### src/rtl/pbe_pkg.sv
package pbe_pkg;
  typedef enum logic [1:0] {
    PH_NONE = 2'd0,
    PH_ADDR = 2'd1,
    PH_CFGW = 2'd2
  } phase_e;

  localparam int unsigned NSTS = 3;
  localparam int unsigned ST_PDPE = 0;
  localparam int unsigned ST_PSSE = 1;
  localparam int unsigned ST_SDPE = 2;
endpackage

### src/rtl/pbe_par_check.sv
module pbe_par_check
  import pbe_pkg::*;
#(
  parameter int unsigned AD_W = 32,
  parameter int unsigned BE_W = 4
) (
  input  logic            clk,
  input  logic            rst_n,
  input  logic [AD_W-1:0] ad,
  input  logic [BE_W-1:0] cbe_n,
  input  logic            par,
  input  phase_e          ph,
  output logic            err,
  output phase_e          err_ph
);
  localparam int unsigned VW = AD_W + BE_W;

  logic [VW-1:0] vec;
  logic          exp_q;
  phase_e        ph_q;

  assign vec = {ad, cbe_n};

  // stage 1: remember expected parity and phase kind
  always_ff @(posedge clk or negedge rst_n) begin
    if (!rst_n) begin
      exp_q <= 1'b0;
      ph_q  <= PH_NONE;
    end else begin
      exp_q <= ^vec;
      ph_q  <= ph;
    end
  end

  // stage 2: compare against PAR arriving one clock later
  always_ff @(posedge clk or negedge rst_n) begin
    if (!rst_n) begin
      err    <= 1'b0;
      err_ph <= PH_NONE;
    end else begin
      err    <= (ph_q != PH_NONE) && (par != exp_q);
      err_ph <= ph_q;
    end
  end
endmodule

### src/rtl/pbe_fwd_par.sv
module pbe_fwd_par #(
  parameter int unsigned AD_W = 32,
  parameter int unsigned BE_W = 4
) (
  input  logic            clk,
  input  logic            rst_n,
  input  logic            vld,
  input  logic [AD_W-1:0] ad,
  input  logic [BE_W-1:0] cbe_n,
  input  logic            src_bad,
  output logic            par
);
  always_ff @(posedge clk or negedge rst_n) begin
    if (!rst_n)   par <= 1'b0;
    else if (vld) par <= (^{ad, cbe_n}) ^ src_bad;
  end
endmodule

### src/rtl/pbe_err_report.sv
module pbe_err_report
  import pbe_pkg::*;
(
  input  logic       clk,
  input  logic       rst_n,
  input  logic       p_aerr,
  input  logic       p_derr,
  input  logic       s_aerr,
  input  logic       cmd_per_en,
  input  logic       cmd_serr_en,
  input  logic       bctl_per_en,
  input  logic       pri_sts_wr,
  input  logic [1:0] pri_sts_wdata,
  input  logic       sec_sts_wr,
  input  logic       sec_sts_wdata,
  output logic       perr_req,
  output logic       serr_req,
  output logic [NSTS-1:0] sts
);
  logic            serr_set;
  logic [NSTS-1:0] set_v;
  logic [NSTS-1:0] clr_v;

  assign serr_set = cmd_serr_en &
                    ((p_aerr & cmd_per_en) | (s_aerr & bctl_per_en));

  always_comb begin
    set_v          = '0;
    clr_v          = '0;
    set_v[ST_PDPE] = p_aerr | p_derr;
    set_v[ST_PSSE] = serr_set;
    set_v[ST_SDPE] = s_aerr;
    clr_v[ST_PDPE] = pri_sts_wr & pri_sts_wdata[0];
    clr_v[ST_PSSE] = pri_sts_wr & pri_sts_wdata[1];
    clr_v[ST_SDPE] = sec_sts_wr & sec_sts_wdata;
  end

  // sticky bits; a set on the same edge beats a clear
  for (genvar i = 0; i < NSTS; i++) begin : g_sts
    always_ff @(posedge clk or negedge rst_n) begin
      if (!rst_n) sts[i] <= 1'b0;
      else        sts[i] <= set_v[i] | (sts[i] & ~clr_v[i]);
    end
  end

  always_ff @(posedge clk or negedge rst_n) begin
    if (!rst_n) begin
      perr_req <= 1'b0;
      serr_req <= 1'b0;
    end else begin
      perr_req <= p_derr & cmd_per_en;
      serr_req <= serr_set;
    end
  end
endmodule

### src/rtl/pbe_parity_ctl.sv
module pbe_parity_ctl
  import pbe_pkg::*;
#(
  parameter int unsigned AD_W = 32,
  parameter int unsigned BE_W = 4
) (
  input  logic            clk,
  input  logic            rst_n,
  input  logic [AD_W-1:0] p_ad,
  input  logic [BE_W-1:0] p_cbe_n,
  input  logic            p_par,
  input  logic            p_addr_vld,
  input  logic            p_cfgw_vld,
  input  logic [AD_W-1:0] s_ad,
  input  logic [BE_W-1:0] s_cbe_n,
  input  logic            s_par,
  input  logic            s_addr_vld,
  input  logic            cmd_per_en,
  input  logic            cmd_serr_en,
  input  logic            bctl_per_en,
  input  logic            pri_sts_wr,
  input  logic [1:0]      pri_sts_wdata,
  input  logic            sec_sts_wr,
  input  logic            sec_sts_wdata,
  input  logic            fwd_vld,
  input  logic [AD_W-1:0] fwd_ad,
  input  logic [BE_W-1:0] fwd_cbe_n,
  input  logic            fwd_src_bad,
  output logic            p_claim_block,
  output logic            s_claim_block,
  output logic            p_perr_req,
  output logic            p_serr_req,
  output logic            pri_dpe,
  output logic            pri_sse,
  output logic            sec_dpe,
  output logic            fwd_par
);
  phase_e          p_ph, s_ph, p_err_ph, s_err_ph;
  logic            p_err, s_err;
  logic            p_aerr, p_derr, s_aerr;
  logic [NSTS-1:0] sts;

  assign p_ph = p_addr_vld ? PH_ADDR : (p_cfgw_vld ? PH_CFGW : PH_NONE);
  assign s_ph = s_addr_vld ? PH_ADDR : PH_NONE;

  pbe_par_check #(.AD_W(AD_W), .BE_W(BE_W)) u_pchk (
    .clk(clk), .rst_n(rst_n), .ad(p_ad), .cbe_n(p_cbe_n), .par(p_par),
    .ph(p_ph), .err(p_err), .err_ph(p_err_ph)
  );

  pbe_par_check #(.AD_W(AD_W), .BE_W(BE_W)) u_schk (
    .clk(clk), .rst_n(rst_n), .ad(s_ad), .cbe_n(s_cbe_n), .par(s_par),
    .ph(s_ph), .err(s_err), .err_ph(s_err_ph)
  );

  assign p_aerr = p_err & (p_err_ph == PH_ADDR);
  assign p_derr = p_err & (p_err_ph == PH_CFGW);
  assign s_aerr = s_err & (s_err_ph == PH_ADDR);

  // claim suppression uses each side's own parity-response enable
  assign p_claim_block = p_aerr & cmd_per_en;
  assign s_claim_block = s_aerr & bctl_per_en;

  pbe_err_report u_rep (
    .clk(clk), .rst_n(rst_n),
    .p_aerr(p_aerr), .p_derr(p_derr), .s_aerr(s_aerr),
    .cmd_per_en(cmd_per_en), .cmd_serr_en(cmd_serr_en),
    .bctl_per_en(bctl_per_en),
    .pri_sts_wr(pri_sts_wr), .pri_sts_wdata(pri_sts_wdata),
    .sec_sts_wr(sec_sts_wr), .sec_sts_wdata(sec_sts_wdata),
    .perr_req(p_perr_req), .serr_req(p_serr_req), .sts(sts)
  );

  assign pri_dpe = sts[ST_PDPE];
  assign pri_sse = sts[ST_PSSE];
  assign sec_dpe = sts[ST_SDPE];

  pbe_fwd_par #(.AD_W(AD_W), .BE_W(BE_W)) u_fwd (
    .clk(clk), .rst_n(rst_n), .vld(fwd_vld), .ad(fwd_ad),
    .cbe_n(fwd_cbe_n), .src_bad(fwd_src_bad), .par(fwd_par)
  );
endmodule

### config.mk
export PLATFORM = sky130hd
export DESIGN_NAME = pbe_parity_ctl
export DESIGN_NICKNAME = d
export VERILOG_FILES = /design/src/rtl/pbe_pkg.sv /design/src/rtl/pbe_par_check.sv /design/src/rtl/pbe_fwd_par.sv /design/src/rtl/pbe_err_report.sv /design/src/rtl/pbe_parity_ctl.sv
export SDC_FILE = /design/constraint.sdc
export NUM_CORES = 1
export LEC_CHECK = 0
export ABC_CLOCK_PERIOD_IN_PS = 1950
export BUFFER_PORTS_ARGS = -buffer_cell sky130_fd_sc_hd__buf_2
export CORE_MARGIN = 2
export CORE_UTILIZATION = 34
export DETAILED_ROUTE_END_ITERATION = 7
export PLACE_DENSITY_LB_ADDON = 0.15
export SYNTH_ARGS = -nofsm -noshare
export SYNTH_HDL_FRONTEND = slang
export SYNTH_SLANG_ARGS = --single-unit
### constraint.sdc
create_clock -name clk -period 1.95 [get_ports clk]
set_clock_uncertainty 0.05 [all_clocks]
set_input_delay 0.195 -clock clk [delete_from_list [all_inputs] [get_ports clk]]
set_output_delay 0.195 -clock clk [all_outputs]
set_load 0.05 [all_outputs]
==> Word-level counts from Yosys, hierarchy flattened <==
Cells that the tools add are included.
W data, S select, Z words.
{ "totals": {"ramBits": 0, "reg_bits": 16, "word_cells": 51, "out_inout_bits": 8, "rom_bits": 0, "latch_bits": 0, "n_memories": 0, "inputBits": 125} }
{ "op_classes": {"multipliers": 0, "div_mod_pow": 0, "reduce_logical": 7, "n_eq_ne": 5, "muxes": 3, "n_addsub": 0, "bitwise": 22, "n_shift": 0, "order_cmp": 0} }
{ "op_table": {"columns": ["cell", "n"], "rows": [
  ["$reduce_xor A36 Y1", 3],
  ["$and A1 B1 Y1", 13],
  ["$or A1 B1 Y1", 5],
  ["$mux W2", 2],
  ["$reduce_bool A2 Y1", 2],
  ["$not A1 Y1", 3],
  ["$eq A2 B1 Y1 const B", 1],
  ["$eq A2 B2 Y1 const B", 1],
  ["$logic_and A1 B1 Y1", 2],
  ["$ne A1 B1 Y1", 2],
  ["$eq A1 B1 Y1 const B", 1],
  ["$mux W1", 1],
  ["$xor A1 B1 Y1", 1]
]} }

==> Logic depth before layout (Yosys ltp) <==
Gate-level depths: netlist of the first run.
{ "depth": {"word_depth": 6, "depth_mapped": 6, "ltp_nobuf": 6} }

==> Cells and area by module <==
From an unflattened synthesis of the first run, not the netlist that was laid out.
{ "unflattened": {"hier_cells": 145, "hier_area_um2": 1565.3} }
{ "by_module_without_submodules": {"columns": ["module", "cells_each", "area_per_inst_um2", "seq_area_each_um2", "n_inst"], "rows": [
  ["pbe_par_check", 43, 478.0, 150.1, 2],
  ["pbe_fwd_par", 37, 367.9, 25.0, 1],
  ["pbe_err_report", 15, 182.7, 125.1, 1],
  ["pbe_parity_ctl", 7, 58.8, 0.0, 1]
]} }

==> Worst setup path before layout of the first run <==
No wires, ideal clock.
{ "synth_path": {"kind": "register to register", "start": "reg u_pchk.err", "end": "reg u_rep.sts[1]", "slack_ns": -0.120, "period_less_slack_ns": 2.070, "arrival_time_ns": 1.955, "stages_incl_launch_ff": 5, "required_ns": 1.835, "setup_ns": 0.065, "n_path_buf": 0, "cell_sequence": "dfrtp_1 -> nand2_1 -> nor3b_1 -> o21a_1 -> a21o_1"} }
{ "synth_via": {"elab_chain_len": 5} }
{ "synth_rtl": {"columns": ["element", "line_no", "text"], "rows": [
  ["start: declaration", "pbe_par_check.sv:13", "output logic err,"],
  ["start signal: assignment", "pbe_par_check.sv:41", "err <= (ph_q != PH_NONE) && (par != exp_q);"],
  ["$and A1 B1 Y1", "pbe_parity_ctl.sv:56", "assign p_aerr = p_err & (p_err_ph == PH_ADDR);"],
  ["$and A1 B1 Y1", null, null],
  ["net p_claim_block", "pbe_parity_ctl.sv:29", "output logic p_claim_block,"],
  ["$or A1 B1 Y1", "pbe_err_report.sv:25", "((p_aerr & cmd_per_en) | (s_aerr & bctl_per_en));"],
  ["$and A1 B1 Y1", "pbe_err_report.sv:24", "assign serr_set = cmd_serr_en &"],
  ["net u_rep.serr_set", "pbe_err_report.sv:20", "logic serr_set;"],
  ["$or A1 B1 Y1", "pbe_err_report.sv:42", "else sts[i] <= set_v[i] | (sts[i] & ~clr_v[i]);"],
  ["end signal: indexed assignment", "pbe_err_report.sv:42", null],
  ["end: declaration", "pbe_err_report.sv:18", "output logic [NSTS-1:0] sts"]
]} }
The timed path passes the listed nets, and every way through them passes these cells.
A chain may end at the register's enable or synchronous reset.

==> Worst setup path in the final report of the first run <==
{ "layout_path": {"start": "in fwd_ad[18]", "end": "reg u_fwd.par"} }
{ "layout_via": {"elab_chain_len": 2} }
{ "layout_rtl": {"columns": ["element", "line_no", "text"], "rows": [
  ["start: declaration", "pbe_parity_ctl.sv:26", "input logic [AD_W-1:0] fwd_ad,"],
  ["$reduce_xor A36 Y1", "pbe_fwd_par.sv:15", "else if (vld) par <= (^{ad, cbe_n}) ^ src_bad;"],
  ["$xor A1 B1 Y1", "pbe_fwd_par.sv:15", null],
  ["end signal: assignment", "pbe_fwd_par.sv:15", null],
  ["end: declaration", "pbe_fwd_par.sv:11", "output logic par"]
]} }
No other way between the ends.

==> impl_metrics.env, run 1 <==
export IMPL_synth_top_cell_by_area="xnor2_1"
export IMPL_seq_power_share_pct=25.2
export IMPL_cpPeakStageDelay_ns=0.42
export IMPL_fillCellCount=390
export IMPL_grt_setup_unrepaired="false"
export IMPL_cts_tree="yes"
export IMPL_core_area_sq_um=4090
export IMPL_crit_fanout=1
export IMPL_critPathBufInv=1
export IMPL_setup_tns_ns=0
export IMPL_path_cells="buf_2 > xor2_1 > xnor2_1 > xnor2_1 > xnor3_1 > xnor2_1 > mux2_4"
export IMPL_drc_errors=0
export IMPL_syn_area_per_cell_sq_um=10.5
export IMPL_dr_first_iter_drc_count=34
export IMPL_grt_pass1_wl_microns=5150
export IMPL_fp_dieArea_sq_um=4870
export IMPL_crit_family="XOR/XNOR gates"
export IMPL_synth_top_area_share_pct=55.4
export IMPL_r2r_start="u_pchk.err_ph[0]"
export IMPL_switchingPower_mw=0.623
export IMPL_final_max_slew_viol_count=0
export IMPL_route_vias_total=1355
export IMPL_max_cap_violations=0
export IMPL_power_density_nw_per_um2=794
export IMPL_avgViaCountPerCell=4.13
export IMPL_final_area_sq_um=2270
export IMPL_utilization_pct=55.7
export IMPL_antennaDiodeCount=0
export IMPL_hp_class="input port to flop"
export IMPL_gp_congestion=0.701
export IMPL_layout_commonest_cell="buf_2"
export IMPL_tightest_slew_ns=0.334
export IMPL_yosysUniqueCellTypes=15
export IMPL_io_buffers=132
export IMPL_dpl_hpwl_microns=2870
export IMPL_r2r_end="u_rep.sts[1]"
export IMPL_period_share_pct=77.3
export IMPL_initial_utilization_pct=36.0
export IMPL_grt_pass1_vias=1317
export IMPL_sw_frac_of_total_pct=34.5
export IMPL_p_clk_share_pct=15.5
export IMPL_grt_total_usage_pct=12.5
export IMPL_multiInputGateArea_sq_um=1080
export IMPL_reg2regPathDepth=3
export IMPL_ys_warn_count=0
export IMPL_p_comb_share_pct=59.3
export IMPL_seq_area_sq_um=400
export IMPL_syn_to_final_growth_pct=54.6
export IMPL_yosys_top_cells_area="xnor2_1, dfrtp_1, xor2_1"
export IMPL_die_h_microns=69.8
export IMPL_ctsHtreeMaxLevel=1
export IMPL_synth_seq_cells=16
export IMPL_nets=404
export IMPL_critPathCaptureType="flop"
export IMPL_routed_wl_microns=3060
export IMPL_grt_overflow=0
export IMPL_clk_insertion_delay_late_ns=0.24
export IMPL_cts_path_max_buffers=2
export IMPL_dr_pass1_iters=4
export IMPL_syn_num_nets=265
export IMPL_crit_required_ns=2.03
export IMPL_numCtsBuffers=3
export IMPL_wl_per_cell_microns=9.32
export IMPL_antenna_found_initial=0
export IMPL_status="completed"
export IMPL_ys_seq_area_share_pct=27.2
export IMPL_slew_headroom_pct=77.8
export IMPL_startpoint_type="input port"
export IMPL_slowest_stage="xnor3_1"
export IMPL_p_leak_nw=1.09
export IMPL_placed_cell_area_sq_um=2200
export IMPL_synth_area_sq_um=1470
export IMPL_critPathKind="input port to flop"
export IMPL_setup_viol=0
export IMPL_min_from="p_addr_vld"
export IMPL_clk_pin_slew_ns=0.06
export IMPL_fp_dieW_microns=69.8
export IMPL_final_hold_viol_count=0
export IMPL_syn_inst=140
export IMPL_root_buffer="clkbuf_8"
export IMPL_hold_worst_slack_ns=0.0194
export IMPL_clock_sinks=16
export IMPL_r2r_setup_slack_ns=0.87
export IMPL_num_rows=23
export IMPL_route_antenna_remaining_nets=0
export IMPL_max_freq_ghz=0.663
export IMPL_vdd_drop_max_mv=0.282
export IMPL_grt_max_degree=17
export IMPL_ioPinCount=133
export IMPL_hold_depth=1
export IMPL_layout_common_cells="buf_2, xnor2_1, dfrtp_1"
export IMPL_cp_common_cell="xnor2_1"
export IMPL_drive_gt1_share_pct=50.0
export IMPL_fin_crit_ns=1.51
export IMPL_crit_arrival_ns=1.58
export IMPL_hold_path_end="u_pchk.ph_q[0]"
export IMPL_p_int_mw=1.18
[sequential cells by signal, indices dropped and copies added, names as in the netlist]
signal          count
u_fwd.par           1
u_pchk.err_ph       2
u_schk.exp_q        1
u_schk.err          1
u_pchk.err          1
u_schk.ph_q         1
u_pchk.exp_q        1
u_rep.perr_req      1
u_rep.serr_req      1
u_schk.err_ph       1
u_pchk.ph_q         2
u_rep.sts           3
[what timing repair did]
action | in CTS | in global routing
setup buffers | 0 | 0
endpoints found under the hold margin | 16 | 1
gates resized for setup | 0 | 0
hold buffers | 1 | 1
[layout make-up]
type / count / area share (%)
Multi-Input combinational cell: 124 / 47.3
Timing Repair Buffer: 134 / 29.9
Sequential cell: 16 / 17.6
Tap cell: 50 / 2.75
Clock buffer: 4 / 2.42
[worst max-delay path by stage]
stage | cells past startpoint | end | slack (ns) | from
floorplan | 6 | u_fwd.par | 0.35 | fwd_ad[18]
finish | 7 | u_fwd.par | 0.44 | fwd_ad[18]
global placement | 7 | u_fwd.par | 0.20 | fwd_ad[18]
detailed placement | 7 | u_fwd.par | 0.18 | fwd_ad[18]
global route | 7 | u_fwd.par | 0.33 | fwd_cbe_n[3]
CTS | 7 | u_fwd.par | 0.43 | fwd_ad[18]
[cell families (layout without fill, tap and decap cells)]
group           Yosys count  in the layout  synth area share [%]
xor+xnor                108            108                  65.7
mux                       1              1                  1.02
simple gates             11             11                  3.83
flops                    16             16                  27.2
compound gates            4              4                  2.21
buf+inv                   0            138                     0
[power by group through the flow]
stage	Clock (mW)	Sequential, mW	Combinational (mW)
global route	0.310	0.467	1.17
floorplan	0	0.591	0.704
global placement	0	0.459	1.07
detailed placement	0	0.462	1.08
finish	0.281	0.455	1.07
CTS	0.292	0.455	1.09
[through the flow]
step                std cells  total power [mW]  setup slack [ns]
floorplan                 140              1.29             0.347
global placement          322              1.53             0.199
detailed placement        322              1.55             0.178
finish                    328              1.81             0.442
global route              328              1.95             0.329
CTS                       327              1.84             0.432
[synthesized netlist by cell type (all sizes together)]
cell   number
a21o        1
a22o        2
and2        1
and3        1
dfrtp      16
mux2        1
nand2       4
nor2        2
nor2b       1
nor3b       2
o21a        1
xnor2      94
xnor3       1
xor2       13
[per-layer routing]
layer  up-vias  global-route usage [%]  wire (microns)
met5         -                       0               0
met4         0                    2.78              27
met3         2                    3.05             314
met2        79                    25.2            1610
met1       566                    12.7            1110
li1        708                       -               -
No activity file was read; power rests on OpenSTA's default activity.
==> run 2: changes to the inputs <==
--- a/config.mk
+++ b/config.mk
@@ -5,7 +5,7 @@
 export SDC_FILE = /design/constraint.sdc
 export NUM_CORES = 1
 export LEC_CHECK = 0
-export ABC_CLOCK_PERIOD_IN_PS = 1950
+export ABC_CLOCK_PERIOD_IN_PS = 1250
 export BUFFER_PORTS_ARGS = -buffer_cell sky130_fd_sc_hd__buf_2
 export CORE_MARGIN = 2
 export CORE_UTILIZATION = 34
==> constraint.sdc (replaced) <==
create_clock -name clk -period 1.25 [get_ports clk]
set_clock_uncertainty 0.05 [all_clocks]
set_input_delay 0.125 -clock clk [delete_from_list [all_inputs] [get_ports clk]]
set_output_delay 0.125 -clock clk [all_outputs]
set_load 0.05 [all_outputs]
==> impl_metrics.env, run 2 (synthesized netlist as in run 1, its figures left out) <==
export IMPL_route_antenna_remaining_nets=0
export IMPL_root_buffer="clkbuf_8"
export IMPL_max_cap_violations=0
export IMPL_clk_pin_slew_ns=0.05
export IMPL_critPathCaptureType="flop"
export IMPL_period_share_pct=114
export IMPL_grt_total_usage_pct=11.9
export IMPL_hp_class="input port to flop"
export IMPL_numCtsBuffers=3
export IMPL_grt_overflow=0
export IMPL_fillCellCount=351
export IMPL_crit_arrival_ns=1.49
export IMPL_drive_gt1_share_pct=53.4
export IMPL_dpl_hpwl_microns=2780
export IMPL_avgViaCountPerCell=4.03
export IMPL_final_area_sq_um=2450
export IMPL_ctsHtreeMaxLevel=1
export IMPL_core_area_sq_um=4090
export IMPL_worst_slack_ns=-0.172
export IMPL_p_leak_nw=1.16
export IMPL_num_rows=23
export IMPL_multiInputGateArea_sq_um=1190
export IMPL_grt_max_degree=17
export IMPL_initial_utilization_pct=36.0
export IMPL_hold_worst_slack_ns=0.0549
export IMPL_path_cells="buf_6 > xor2_2 > xnor2_2 > xnor2_1 > xnor3_1 > xnor2_1 > mux2_4"
export IMPL_critPathBufInv=1
export IMPL_grt_setup_unrepaired="true"
export IMPL_tightest_slew_ns=0.331
export IMPL_grt_pass1_wl_microns=4860
export IMPL_violations="negative setup slack"
export IMPL_startpoint_type="input port"
export IMPL_syn_to_final_growth_pct=66.6
export IMPL_grt_pass1_vias=1305
export IMPL_crit_required_ns=1.32
export IMPL_fp_dieArea_sq_um=4870
export IMPL_setup_viol=1
export IMPL_final_hold_viol_count=0
export IMPL_cp_common_cell="xnor2_1"
export IMPL_clk_insertion_delay_late_ns=0.24
export IMPL_io_buffers=132
export IMPL_slew_headroom_pct=77.9
export IMPL_ioPinCount=133
export IMPL_status="finished, violations left"
export IMPL_fin_crit_ns=1.42
export IMPL_route_vias_total=1327
export IMPL_placed_cell_area_sq_um=2210
export IMPL_routed_wl_microns=3020
export IMPL_crit_fanout=1
export IMPL_die_h_microns=69.8
export IMPL_cts_path_max_buffers=2
export IMPL_power_mw=2.82
export IMPL_layout_common_cells="buf_2, xnor2_1, dfrtp_1"
export IMPL_antennaDiodeCount=0
export IMPL_p_clk_share_pct=12.4
export IMPL_stdcell_count=329
export IMPL_max_freq_ghz=0.703
export IMPL_largest_reg_flops=3
export IMPL_crit_family="XOR/XNOR gates"
export IMPL_vdd_drop_max_mv=0.437
export IMPL_seq_area_sq_um=400
export IMPL_dr_first_iter_drc_count=18
export IMPL_top_register="u_rep.sts"
export IMPL_clock_sinks=16
export IMPL_utilization_pct=60.0
export IMPL_fp_dieW_microns=69.8
export IMPL_wl_per_cell_microns=9.17
export IMPL_cts_tree="yes"
export IMPL_dr_pass1_iters=3
export IMPL_power_density_nw_per_um2=1150
export IMPL_seq_power_share_pct=25.2
export IMPL_slowest_stage="xnor3_1"
export IMPL_reg_top3="u_rep.sts: 3 flops, u_pchk.err_ph: 2 flops, u_pchk.ph_q: 2 flops"
export IMPL_layout_commonest_cell="buf_2"
export IMPL_cpPeakStageDelay_ns=0.42
export IMPL_post_place_cells=322
export IMPL_antenna_found_initial=0
export IMPL_p_int_mw=1.84
export IMPL_final_max_slew_viol_count=0
export IMPL_switchingPower_mw=0.979
export IMPL_nets=406
export IMPL_p_comb_share_pct=62.4
export IMPL_sw_frac_of_total_pct=34.7
export IMPL_drc_errors=0
export IMPL_gp_congestion=0.636
export IMPL_critPathKind="input port to flop"
-- run 2: cell count changes in the layout (fill, tap and decap cells not counted), sizes merged --
| cell | before | now |
|---|---|---|
| dlygate4sd3 | 2 | 3 |
| buf | 132 | 133 |
| clkbuf | 4 | 3 |
-- run 2: power groups by stage --
stage          Combinational, mW  Sequential [mW]  Clock, mW
6_report                    1.76            0.711      0.350
5_1_grt                     1.91            0.723      0.395
4_1_cts                     1.73            0.713      0.364
3_5_place_dp                1.70            0.720          0
3_3_place_gp                1.68            0.720          0
2_1_floorplan               1.11            0.923          0
-- run 2: layout make-up --
cell class	instances	area share, %
multi-input combinational	124	48.4
timing repair buffer	136	31.0
sequential	16	16.3
tap	50	2.55
clock buffer	3	1.68
-- run 2: routing by layer --
metal	vias to the layer above	routed length, microns	GRT usage, %
li1	711	-	-
met1	541	1090	12.8
met2	75	1600	23.1
met3	0	321	2.91
met4	0	0	2.56
met5	-	0	0
-- run 2: path summary, 6_finish.rpt --
check	from	cells past startpoint	to	slack (ns)
min in group asynchronous	rst_n	2	u_rep.sts[0]	0.26
worst min register to register	u_schk.ph_q[0]	0	u_schk.err_ph[0]	0.32
max in group asynchronous	rst_n	2	u_schk.exp_q	0.64
worst min-delay path	p_cfgw_vld	2	u_pchk.ph_q[1]	0.05
worst max-delay path	fwd_ad[20]	7	u_fwd.par	-0.17
worst max register to register	u_pchk.err_ph[0]	3	u_rep.sts[1]	0.19
-- run 2: timing repair --
action | in CTS | in global routing
gates resized for setup | 7 | 16
hold buffers | 3 | 0
pin swaps | 7 | 11
hold endpoints to repair | 19 | 0
setup buffers | 1 | 0
setup endpoints to repair | 2 | 2
-- run 2: worst reg2reg max path: stages, from the launching register on --
cell and delay [ns]:
dfrtp_1 0.40, nor3b_4 0.17, o21a_1 0.18, a21o_1 0.15
-- run 2: through the flow --
stage               TNS [ns]  setup WS, ns
floorplan             -0.325        -0.265
global placement      -0.570        -0.426
detailed placement    -0.623        -0.453
CTS                   -0.190        -0.190
global route          -0.252        -0.229
finish                -0.172        -0.172
==> run 3: changes to the inputs <==
--- a/config.mk
+++ b/config.mk
@@ -6,7 +6,7 @@
 export NUM_CORES = 1
 export LEC_CHECK = 0
 export ABC_CLOCK_PERIOD_IN_PS = 1250
-export BUFFER_PORTS_ARGS = -buffer_cell sky130_fd_sc_hd__buf_2
+export BUFFER_PORTS_ARGS = -buffer_cell sky130_fd_sc_hd__buf_4
 export CORE_MARGIN = 2
 export CORE_UTILIZATION = 34
 export DETAILED_ROUTE_END_ITERATION = 7
==> impl_metrics.env, run 3 (synthesized netlist as in run 1, its figures left out) <==
export IMPL_critPathKind="input port to flop"
export IMPL_power_density_nw_per_um2=1100
export IMPL_dpl_hpwl_microns=3120
export IMPL_critPathBufInv=1
export IMPL_r2r_setup_slack_ns=0.20
export IMPL_cpPeakStageDelay_ns=0.42
export IMPL_routed_wl_microns=3330
export IMPL_r2r_start="u_schk.err"
export IMPL_layout_commonest_cell="buf_4"
export IMPL_use_met3_pct=4.80
export IMPL_gr_usage_met2_pct=26.5
export IMPL_slew_headroom_pct=82.5
export IMPL_drc_errors=0
export IMPL_cp_common_cell="xnor2_1"
export IMPL_route_antenna_remaining_nets=0
export IMPL_core_area_sq_um=4090
export IMPL_layout_common_cells="buf_4, xnor2_1, dfrtp_1"
export IMPL_root_buffer="clkbuf_8"
export IMPL_gp_congestion=0.682
export IMPL_final_max_slew_viol_count=0
export IMPL_crit_family="XOR/XNOR gates"
export IMPL_power_mw=2.92
export IMPL_fin_crit_ns=1.42
export IMPL_utilization_pct=64.7
export IMPL_max_cap_violations=0
export IMPL_hp_class="input port to flop"
export IMPL_slowest_stage="xnor3_1"
export IMPL_setup_viol=2
export IMPL_antennaDiodeCount=0
export IMPL_critPathCaptureType="flop"
export IMPL_num_rows=23
export IMPL_numCtsBuffers=3
export IMPL_path_cells="buf_6 > xor2_2 > xnor2_1 > xnor2_1 > xnor3_1 > xnor2_1 > mux2_4"
export IMPL_top_register="u_rep.sts"
export IMPL_initial_utilization_pct=36.0
export IMPL_violations="negative setup slack"
export IMPL_dr_first_iter_drc_count=7
export IMPL_wl_per_cell_microns=10.2
export IMPL_cts_path_max_buffers=2
export IMPL_gr_usage_met1_pct=13.2
export IMPL_io_buffers=132
export IMPL_crit_arrival_ns=1.50
export IMPL_fp_dieW_microns=69.8
export IMPL_ctsHtreeMaxLevel=1
export IMPL_cts_tree="yes"
export IMPL_clk_pin_slew_ns=0.06
export IMPL_grt_pass1_vias=1392
export IMPL_antenna_found_initial=0
export IMPL_path_depth=7
export IMPL_grt_overflow=0
export IMPL_largest_reg_flops=3
export IMPL_dr_pass1_iters=2
export IMPL_crit_fanout=1
export IMPL_reg2regPathDepth=3
export IMPL_die_h_microns=69.8
export IMPL_drive_gt1_share_pct=51.1
export IMPL_nets=405
export IMPL_clock_sinks=16
export IMPL_route_vias_total=1363
export IMPL_crit_end="u_fwd.par"
export IMPL_postCtsSetupBuffers=0
export IMPL_ioPinCount=133
export IMPL_final_hold_viol_count=0
export IMPL_reg_top3="u_rep.sts: 3 flops, u_pchk.err_ph: 2 flops, u_pchk.ph_q: 2 flops"
export IMPL_period_share_pct=114
export IMPL_startpoint="fwd_ad[21]"
export IMPL_p_leak_nw=1.22
export IMPL_syn_to_final_growth_pct=79.7
export IMPL_avgViaCountPerCell=4.16
export IMPL_fp_dieArea_sq_um=4870
export IMPL_clk_insertion_delay_late_ns=0.24
export IMPL_busiest_layer="met2"
export IMPL_grt_setup_unrepaired="true"
export IMPL_worst_slack_ns=-0.173
export IMPL_max_freq_ghz=0.703
export IMPL_grt_max_degree=17
export IMPL_grt_total_usage_pct=13.3
export IMPL_vdd_drop_max_mv=0.378
export IMPL_crit_required_ns=1.32
export IMPL_tightest_slew_ns=0.261
export IMPL_status="finished, violations left"
export IMPL_startpoint_type="input port"
export IMPL_grt_pass1_wl_microns=5420
export IMPL_r2r_end="u_rep.sts[1]"
## run 3: cell count changes in the layout (fill, tap and decap cells not counted), sizes merged
cell,previous run,this run
buf,133,132
## run 3: layout make-up
class / count / area (sq um)
Clock buffer: 3 / 41.3
Fill cell: 364 / 1440
Multi-Input combinational cell: 124 / 1110
Sequential cell: 16 / 400
Tap cell: 50 / 62.6
Timing Repair Buffer: 135 / 1030
## run 3: worst min-delay path by stage
stage,from,endpoint,slack (ns),cells after the start
after global placement,rst_n,u_rep.sts[0],-0.06,1
after floorplan,rst_n,u_fwd.par,-0.22,0
after CTS,p_cfgw_vld,u_pchk.ph_q[1],0.05,2
after detailed placement,rst_n,u_rep.sts[0],-0.06,1
final,p_cfgw_vld,u_pchk.ph_q[1],0.05,2
after global routing,p_cfgw_vld,u_pchk.ph_q[1],0.04,2
## run 3: metal layers
| layer | part of all wire (%) | vias up |
|---|---|---|
| met3 | 12 | 0 |
| met2 | 55 | 75 |
| met4 | 0 | 0 |
| met1 | 32 | 581 |
| met5 | 0 | - |
| li1 | - | 707 |
## run 3: power breakdown
group	internal, mW	switching, mW	total (mW)
clock network	0.212	0.144	0.357
logic	1.07	0.772	1.84
registers	0.655	0.0626	0.717
## run 3: metrics by stage
step	std cells	setup WS (ns)	hold slack (ns)	TNS, ns	cell area [sq um]
CTS	328	-0.175	0.0524	-0.191	2640
detailed placement	322	-0.438	-0.0613	-0.604	2540
finish	328	-0.173	0.0539	-0.181	2640
floorplan	140	-0.265	-0.221	-0.325	1490
global placement	322	-0.432	-0.0605	-0.608	2540
global route	328	-0.249	0.0434	-0.302	2640
## run 3: worst reg2reg max path: stages, from the launching register on
cell and delay, ns:
dfrtp_1 0.37, and3_1 0.18, o21a_1 0.20, a21o_1 0.15
## run 3: timing repair
action / 4_1_cts / 5_1_grt
endpoints found under the hold margin: 19 / 0
resized for setup: 6 / 0
gates cloned: 0 / 0
pin swaps: 7 / 0
setup endpoints to repair: 2 / 2
hold buffers: 3 / 0
